## src/rtl/tplg_pkg.sv

```systemverilog
// Shared definitions for the twisted-pair link integrity monitor.
// Assumes a 20 MHz reference when the default timer lengths are used.
package tplg_pkg;

    typedef enum logic {
        LINK_FAIL = 1'b0,
        LINK_PASS = 1'b1
    } link_state_e;

    localparam int REF_CLK_HZ          = 20_000_000;
    localparam int DEFAULT_LOSS_TICKS  = REF_CLK_HZ / 10;          // 100 ms
    localparam int DEFAULT_IDLE_TICKS  = (REF_CLK_HZ / 1000) * 16; // 16 ms
    localparam int DEFAULT_RECOVER_CNT = 4;

endpackage

```

## src/rtl/tplg_interval_timer.sv

```systemverilog
// Restartable terminal-count timer.
// After a restart, expire is high in the cycle when TICKS-1 further cycles
// have passed without a restart. The count then wraps to zero on its own.
// Assumes TICKS >= 2. A restart in the same cycle takes priority over expiry.
module tplg_interval_timer #(
    parameter int TICKS = 16
) (
    input  logic clk,
    input  logic rst_n,
    input  logic restart,
    output logic expire
);
    localparam int CW = (TICKS > 2) ? $clog2(TICKS) : 1;
    localparam logic [CW-1:0] LAST = CW'(TICKS - 1);

    logic [CW-1:0] cnt_q;

    assign expire = !restart && (cnt_q == LAST);

    // Advance the count, clear it on restart, and wrap it on expiry.
    always_ff @(posedge clk) begin
        if (!rst_n) begin
            cnt_q <= '0;
        end else if (restart || expire) begin
            cnt_q <= '0;
        end else begin
            cnt_q <= cnt_q + 1'b1;
        end
    end

    // After a restart the timer cannot expire in the next cycle.
    assert_restart_clears_R4: assert property (@(posedge clk) disable iff (!rst_n)
        restart |=> !expire);

endmodule

```

## src/rtl/tplg_rx_monitor.sv

```systemverilog
// Receive-side link state for one port.
// It tracks link-pass / link-fail from received pulse and packet strobes and
// a silence timer. Assumes the strobes are synchronous and already qualified.
// A masked check forces link-pass.
module tplg_rx_monitor
    import tplg_pkg::*;
#(
    parameter int LOSS_TICKS     = DEFAULT_LOSS_TICKS,
    parameter int RECOVER_PULSES = DEFAULT_RECOVER_CNT
) (
    input  logic clk,
    input  logic rst_n,
    input  logic check_en,
    input  logic rx_pulse,
    input  logic rx_packet,
    output logic port_en
);
    localparam int PCW = (RECOVER_PULSES > 2) ? $clog2(RECOVER_PULSES) : 1;
    localparam logic [PCW-1:0] LAST_PULSE = PCW'(RECOVER_PULSES - 1);

    link_state_e   state_q, state_d;
    logic [PCW-1:0] pcnt_q, pcnt_d;
    logic          rx_event;
    logic          silence_expire;

    assign rx_event = rx_pulse || rx_packet;

    tplg_interval_timer #(.TICKS(LOSS_TICKS)) u_silence (
        .clk     (clk),
        .rst_n   (rst_n),
        .restart (rx_event),
        .expire  (silence_expire)
    );

    // Choose the next link state and pulse count.
    always_comb begin
        state_d = state_q;
        pcnt_d  = pcnt_q;
        if (!check_en) begin
            state_d = LINK_PASS;
            pcnt_d  = '0;
        end else if (state_q == LINK_PASS) begin
            if (silence_expire) begin
                state_d = LINK_FAIL;
                pcnt_d  = '0;
            end
        end else begin
            if (rx_packet) begin
                state_d = LINK_PASS;
                pcnt_d  = '0;
            end else if (rx_pulse) begin
                if (pcnt_q == LAST_PULSE) begin
                    state_d = LINK_PASS;
                    pcnt_d  = '0;
                end else begin
                    pcnt_d = pcnt_q + 1'b1;
                end
            end else if (silence_expire) begin
                pcnt_d = '0;
            end
        end
    end

    // Hold the link state and the pulse count.
    always_ff @(posedge clk) begin
        if (!rst_n) begin
            state_q <= LINK_FAIL;
            pcnt_q  <= '0;
        end else begin
            state_q <= state_d;
            pcnt_q  <= pcnt_d;
        end
    end

    assign port_en = (state_q == LINK_PASS);

    assert_silence_fails_R1: assert property (@(posedge clk) disable iff (!rst_n)
        (check_en && port_en && silence_expire) |=> !port_en);

    assert_no_spurious_recovery_R3: assert property (@(posedge clk) disable iff (!rst_n)
        (check_en && !port_en && !rx_packet && !(rx_pulse && pcnt_q == LAST_PULSE))
            |=> !port_en);

    assert_packet_recovers_R3: assert property (@(posedge clk) disable iff (!rst_n)
        (check_en && rx_packet) |=> port_en);

    assert_masked_never_fails_R6: assert property (@(posedge clk) disable iff (!rst_n)
        !check_en |=> port_en);

    assert_expiry_restarts_count_R8: assert property (@(posedge clk) disable iff (!rst_n)
        (check_en && !port_en && silence_expire) |=> (pcnt_q == '0));

    assert_packet_restarts_count_R8: assert property (@(posedge clk) disable iff (!rst_n)
        rx_packet |=> (pcnt_q == '0));

endmodule

```

## src/rtl/tplg_tx_pulser.sv

```systemverilog
// Link pulse scheduler for one port.
// It requests a one-cycle link pulse each time the transmitter has been idle
// for IDLE_TICKS cycles, whatever the link state. Assumes IDLE_TICKS >= 2.
module tplg_tx_pulser
    import tplg_pkg::*;
#(
    parameter int IDLE_TICKS = DEFAULT_IDLE_TICKS
) (
    input  logic clk,
    input  logic rst_n,
    input  logic tx_active,
    output logic link_pulse
);
    logic idle_expire;
    logic pulse_q;

    tplg_interval_timer #(.TICKS(IDLE_TICKS)) u_idle (
        .clk     (clk),
        .rst_n   (rst_n),
        .restart (tx_active),
        .expire  (idle_expire)
    );

    // Register the pulse request so that the output has no combinational path.
    always_ff @(posedge clk) begin
        if (!rst_n) begin
            pulse_q <= 1'b0;
        end else begin
            pulse_q <= idle_expire;
        end
    end

    assign link_pulse = pulse_q;

    assert_quiet_while_busy_R4: assert property (@(posedge clk) disable iff (!rst_n)
        tx_active |=> !link_pulse);

    assert_single_cycle_R9: assert property (@(posedge clk) disable iff (!rst_n)
        link_pulse |=> !link_pulse);

endmodule

```

## src/rtl/tp_link_guard.sv

```systemverilog
// Multi-port twisted-pair link integrity monitor.
// Each port has its own receive link state machine and its own link pulse
// scheduler. Ports share only the clock and the reset. All inputs are
// synchronous to clk.
module tp_link_guard
    import tplg_pkg::*;
#(
    parameter int NUM_PORTS      = 8,
    parameter int LOSS_TICKS     = DEFAULT_LOSS_TICKS,
    parameter int IDLE_TICKS     = DEFAULT_IDLE_TICKS,
    parameter int RECOVER_PULSES = DEFAULT_RECOVER_CNT
) (
    input  logic                 clk,
    input  logic                 rst_n,
    input  logic [NUM_PORTS-1:0] check_en,
    input  logic [NUM_PORTS-1:0] rx_pulse,
    input  logic [NUM_PORTS-1:0] rx_packet,
    input  logic [NUM_PORTS-1:0] tx_active,
    output logic [NUM_PORTS-1:0] port_en,
    output logic [NUM_PORTS-1:0] link_pulse
);
    // One receive monitor and one pulse scheduler per port.
    for (genvar p = 0; p < NUM_PORTS; p++) begin : g_port
        tplg_rx_monitor #(
            .LOSS_TICKS     (LOSS_TICKS),
            .RECOVER_PULSES (RECOVER_PULSES)
        ) u_rx (
            .clk       (clk),
            .rst_n     (rst_n),
            .check_en  (check_en[p]),
            .rx_pulse  (rx_pulse[p]),
            .rx_packet (rx_packet[p]),
            .port_en   (port_en[p])
        );

        tplg_tx_pulser #(
            .IDLE_TICKS (IDLE_TICKS)
        ) u_tx (
            .clk        (clk),
            .rst_n      (rst_n),
            .tx_active  (tx_active[p]),
            .link_pulse (link_pulse[p])
        );
    end

    assert_reset_quiet_R7: assert property (@(posedge clk)
        !rst_n |=> (port_en == '0 && link_pulse == '0));

endmodule

```

## config.mk

```make
export PLATFORM = sky130hd
export DESIGN_NAME = tp_link_guard
export DESIGN_NICKNAME = d
export VERILOG_FILES = /design/src/rtl/tplg_pkg.sv /design/src/rtl/tplg_interval_timer.sv /design/src/rtl/tplg_rx_monitor.sv /design/src/rtl/tplg_tx_pulser.sv /design/src/rtl/tp_link_guard.sv
export SDC_FILE = /design/constraint.sdc
export NUM_CORES = 1
export LEC_CHECK = 0
export ABC_AREA = 1
export ABC_CLOCK_PERIOD_IN_PS = 2370
export BUFFER_PORTS_ARGS = -buffer_cell sky130_fd_sc_hd__buf_2
export CAP_MARGIN = 20
export CELL_PAD_IN_SITES_DETAIL_PLACEMENT = 1
export CELL_PAD_IN_SITES_GLOBAL_PLACEMENT = 1
export CORE_MARGIN = 8
export CORE_UTILIZATION = 46
export DETAILED_ROUTE_END_ITERATION = 7
export GPL_TIMING_DRIVEN = 0
export PLACE_DENSITY_LB_ADDON = 0.1
export SYNTH_ARGS = -nofsm -noshare
export SYNTH_HDL_FRONTEND = slang
export SYNTH_SLANG_ARGS = --single-unit
export TNS_END_PERCENT = 20
```

## constraint.sdc

```tcl
create_clock -name clk -period 2.37 [get_ports clk]
set_clock_uncertainty 0.2 [all_clocks]
set_input_delay 0.474 -clock clk [delete_from_list [all_inputs] [get_ports clk]]
set_output_delay 0.474 -clock clk [all_outputs]
set_load 0.005 [all_outputs]
```

==> summary by stage <==
Run status
The flow ran to the end, and the final reports show no timing, DRC or antenna violations.

Logic synthesis
The mux contribution to synthesized area is 0.000588. The number of flops mapped to enable cells by yosys is 0. The post-synthesis cell type count is 44.

Of the total synthesized cell area, the portion taken by XOR and XNOR cells is 0.0555. The synthesized netlist net count is 2369. In the post-synthesis netlist, the biggest area contributors are dfxtp_1, nand2_1, nor2_1.

The share of synthesized area in the top cell type comes to 0.414. The synthesis-stage register bit count is 352. The compound-gate portion of the synthesized area was 0.0672. Yosys printed 0 warnings.

Counting every instance in the synthesized netlist gives 2311. The largest area contributor in the netlist is dfxtp_1. The share of the Yosys chip area taken by registers is 0.414. The async set or reset register ratio after synthesis is 0.

Of the total synthesized cell area, the portion taken by AND, OR, NAND and NOR gates is 0.366. For this run, the leading register cell type out of synthesis is dfxtp_1. The per-instance average area after synthesis is 7.37 µm². In this run the cell area of the synthesized design comes to 0.0170 mm². The main combinational cell family by area after synthesis is simple AND/OR/NAND/NOR gates. Of the total synthesized cell area, the portion taken by full adders, half adders and majority gates is 0.0176.

Setup path
For this run, the slowest stage of the critical path takes 0.42 ns. Across all register-to-register paths, the minimum setup slack is 0.22 ns. The critical path in this run is classified as reg2reg.

Of all nets on the critical path, the largest fanout is 7. For the worst flop-to-flop path, the logic depth is 8. The endpoint of the worst register-to-register path is g_port[3].u_rx.pcnt_q[0]$_SDFF_PN0_. STA classifies the critical path endpoint as a flop. Walking the worst path, the cells encountered are ha_1 > nand2_1 > nor2_1 > nand2_1 > nor3_1 > nand3_1 > o21ai_0 > a21oi_1. For the worst setup path, the data required time is 2.60 ns. For this design, the slowest cell found on the critical path is nor2_1. The kind of launch point of the worst setup path is a flop.

The data arrival time of the critical path is 2.39 ns. In this run the worst setup path begins at g_port[3].u_rx.u_silence.cnt_q[0]$_SDFF_PP0_. The worst reg2reg path startpoint is g_port[3].u_rx.u_silence.cnt_q[0]$_SDFF_PP0_. The termination of the worst setup path is g_port[3].u_rx.pcnt_q[0]$_SDFF_PN0_. The most frequent cell on the critical path is nand2_1.

Route
The number of routed nets with antenna violations is 0. For this block, wires on met1 add up to 18.6 mm. Signal routing reaches up to met4. In the final routed layout, each cell accounts on average for 14.1 µm.

The vias after detailed routing is 15.1k. The first-iteration detailed-routing DRC count is 478. The met2 wirelength from detailed routing is 20.5 mm.

The detailed-route vias per instance is 5.19. After detailed routing, the number of remaining DRC violations is 0. The sum of met3 wire segment lengths after detailed routing is 1.14 mm. The number of optimization iterations in the first detailed-route pass is 4. The wire length reported by the detailed router is 41.2 mm.

Pwr
Internal power comes to 9.88 mW. Of the total power, the clock network draws 0.499. Of the total power, the share spent switching nets is 0.220. The total power draw is 12.7 mW. Of the total power, combinational logic draws 0.028. The power per unit of standard cell area is 652 mW/mm². For this design the static power due to leakage is 6.80 nW. The part of the power in registers is 0.472. The maximum ir drop on the vdd rail is 0.000510 V.

Summed over all nets, the switching power comes to 2.78 mW.

STA
Across all setup checks in the final design, the least slack found is 0.217 ns. Setup violations remaining at the end of the flow were counted as 0. The share of the clock period used by the worst path after layout is 0.908. The final number of hold-violating endpoints is 0.

The maximum clock rate is 0.464 GHz. The worst-margin pin slew is 0.567 ns. The minimum period implied by the final worst setup slack is 2.15 ns. Setup repair after global routing left no endpoint under its margin.

The final number of max-transition violations is 0. Headroom to the max-slew limit came out at 0.622. The worst-case hold slack is 0.0279 ns.

Global routing
The sum of overflow across all layers after global routing is 0. In the global route stage, overall resource usage came out at 0.189. Entering global routing, the biggest net connects 15 pins. The number of global-route vias before repair was 15.9k. The number of antenna violations at the first check in global routing came to 0.

The first global-routing pass estimated 71.4 mm of wire.

Clock network
At the later pin of the worst-skew pair, clock insertion delay measures 0.56 ns. The number of clock buffers added by TritonCTS is 41. The CTS tree is yes.

The number of buffers inserted by post-CTS setup repair is 0. Once the clock tree was built, the resizer swapped 0 gates to a different size. The clock net in this run drives a total of 352 sinks. The number of H-tree levels is 2. The number of hold buffers added after CTS was 19. The maximum number of buffers from clock root to sink is 3.

The clock input transition at the sequential cells of the worst setup and hold paths is 0.06 ns. The tree is rooted in a clkbuf_16.

Cells and area
After routing the design area is 0.0194 mm². The repair_antennas step left the layout with diodes totalling 0. At the end of the flow, the number of nets in the layout was 2480. Compared with the post-synthesis result, the final layout area differs by 14.0%.

Of the cells placed in the final design, the portion with a size suffix greater than 1 is 0.118.

Floorplanning
From bottom edge to top edge, the die measures 208 µm. For this configuration, the core starts out at a cell density of 0.466. In this run the standard cell core region covers 0.0365 mm². During I/O placement, the number of pins put on the boundary was 50. The floorplan has 70 rows. The die covers 0.0434 mm². Measured along the x axis, the die boundary spans 208 µm.

Flow run
The number of max-capacitance violations reported is 0.

Placed design
The congestion estimate from routability-driven global placement came to 0.843. The wire-length estimate of the detail-placed layout is 30.3 mm. The post-placement cell area is 0.0179 mm². The count of buffers added on input and output ports is 48. The worst slack after detailed placement is -0.229 ns.

Worst hold path
The path type of the worst min-delay path is in2reg.
## metal layers
layer / global-route usage / vias up
met5: 0 / -
met4: 0.0658 / 0
met3: 0.0293 / 67
met2: 0.344 / 126
met1: 0.221 / 7200
li1: - / 7739
## cells by family (layout without fill, tap and decap cells)
family | count (synthesis) | in the layout
compound gates | 213 | 213
xor+xnor | 108 | 108
fa+ha+maj | 24 | 24
buf+inv | 319 | 457
flops | 352 | 352
mux | 1 | 1
simple gates | 1294 | 1294
## worst max-delay path: cells and delay by family, from the launching register on
family / cells / cell delay, ns
AND/OR/NAND/NOR: 5 / 1.02
flip-flops: 1 / 0.37
adder cells (fa/ha/maj): 1 / 0.23
AO/OA/AOI/OAI: 2 / 0.21
## worst min-delay path by stage
| stage | startpoint | end | slack (ns) | cells past startpoint |
|---|---|---|---|---|
| floorplan | g_port[6].u_rx.u_silence.cnt_q[0]$_SDFF_PP0_ | g_port[6].u_rx.u_silence.cnt_q[0]$_SDFF_PP0_ | 0.22 | 1 |
| CTS | rx_pulse[5] | g_port[5].u_rx.pcnt_q[1]$_SDFF_PN0_ | 0.0002 | 3 |
| detailed placement | g_port[3].u_tx.u_idle.cnt_q[0]$_SDFF_PP0_ | g_port[3].u_tx.u_idle.cnt_q[0]$_SDFF_PP0_ | 0.24 | 1 |
| global route | rx_pulse[3] | g_port[3].u_rx.pcnt_q[1]$_SDFF_PN0_ | 0.03 | 3 |
| finish | rx_pulse[3] | g_port[3].u_rx.pcnt_q[1]$_SDFF_PN0_ | 0.03 | 3 |
| global placement | g_port[7].u_rx.u_silence.cnt_q[0]$_SDFF_PP0_ | g_port[7].u_rx.u_silence.cnt_q[0]$_SDFF_PP0_ | 0.23 | 1 |
## flip-flops by register name, summed over array words and instances (netlist names)
name	count
g_port.u_rx.port_en	8
g_port.u_tx.link_pulse	8
g_port.u_rx.pcnt_q	16
g_port.u_tx.u_idle.cnt_q	152
g_port.u_rx.u_silence.cnt_q	168
## Yosys cell counts (4+ instances only)
master    count
a211oi_1      5
a21oi_1     125
a31oi_1       7
and3_1        8
buf_2        11
buf_4        20
buf_6         8
dfxtp_1     352
ha_1         24
inv_1       273
inv_2         5
nand2_1     383
nand2_2      19
nand3_1     135
nand3_2      15
nand4_1      62
nand4_2       4
nor2_1      381
nor2_2       26
nor2_4       10
nor3_1      131
nor3_2       18
nor3_4        5
nor3b_1      36
nor3b_2       7
nor4_1       18
o21a_1       15
o21ai_0      52
o21bai_1      4
or2_0         7
or2_2        18
xnor2_1      48
xor2_1       60
## cell usage in the layout, fill, tap and decap left out, drive strengths merged
master | netlist | final
clkinv | 0 | 8
mux2i | 1 | 1
o21bai | 4 | 4
xnor2 | 48 | 48
o21ai | 53 | 53
o31ai | 2 | 2
nand4 | 67 | 67
a21oi | 125 | 125
a211oi | 5 | 5
dfxtp | 352 | 352
nand3b | 3 | 3
clkbuf | 1 | 58
clkinvlp | 0 | 2
nand2 | 405 | 405
nor3 | 154 | 154
inv | 278 | 279
nor2 | 417 | 417
bufinv | 0 | 2
nand3 | 150 | 150
buf | 40 | 89
ha | 24 | 24
dlygate4sd3 | 0 | 19
or2 | 25 | 25
o21a | 15 | 15
xor2 | 60 | 60
o211ai | 2 | 2
nor3b | 43 | 43
nor4 | 21 | 21
a31oi | 7 | 7
and3 | 9 | 9
## per-stage QoR
step	utilization	std cells	TNS, ns
after floorplan	-	2311	0
after global placement	0.489	2827	-5.32
after detailed placement	0.489	2828	-1.57
after CTS	0.532	2917	0
after global routing	0.532	2917	0
final	0.532	2917	0
## layout make-up
class	instances	area, µm²
plain buffers	41	303
clock buffers	57	1220
clock inverters	13	128
fillers	4653	17100
inverters	278	1040
multi-input cells	1640	8640
flip-flops and latches	352	7050
well taps	468	586
repair buffers	68	445
## power by group through the flow
stage / Sequential (mW) / Clock (mW) / Combinational, mW
final: 5.98 / 6.32 / 0.356
after global placement: 6.11 / 0 / 0.322
after CTS: 5.98 / 6.52 / 0.364
after global routing: 5.99 / 6.74 / 0.403
after detailed placement: 6.11 / 0 / 0.337
after floorplan: 6.10 / 0 / 0.203
Power figures use the tool's default switching activity.
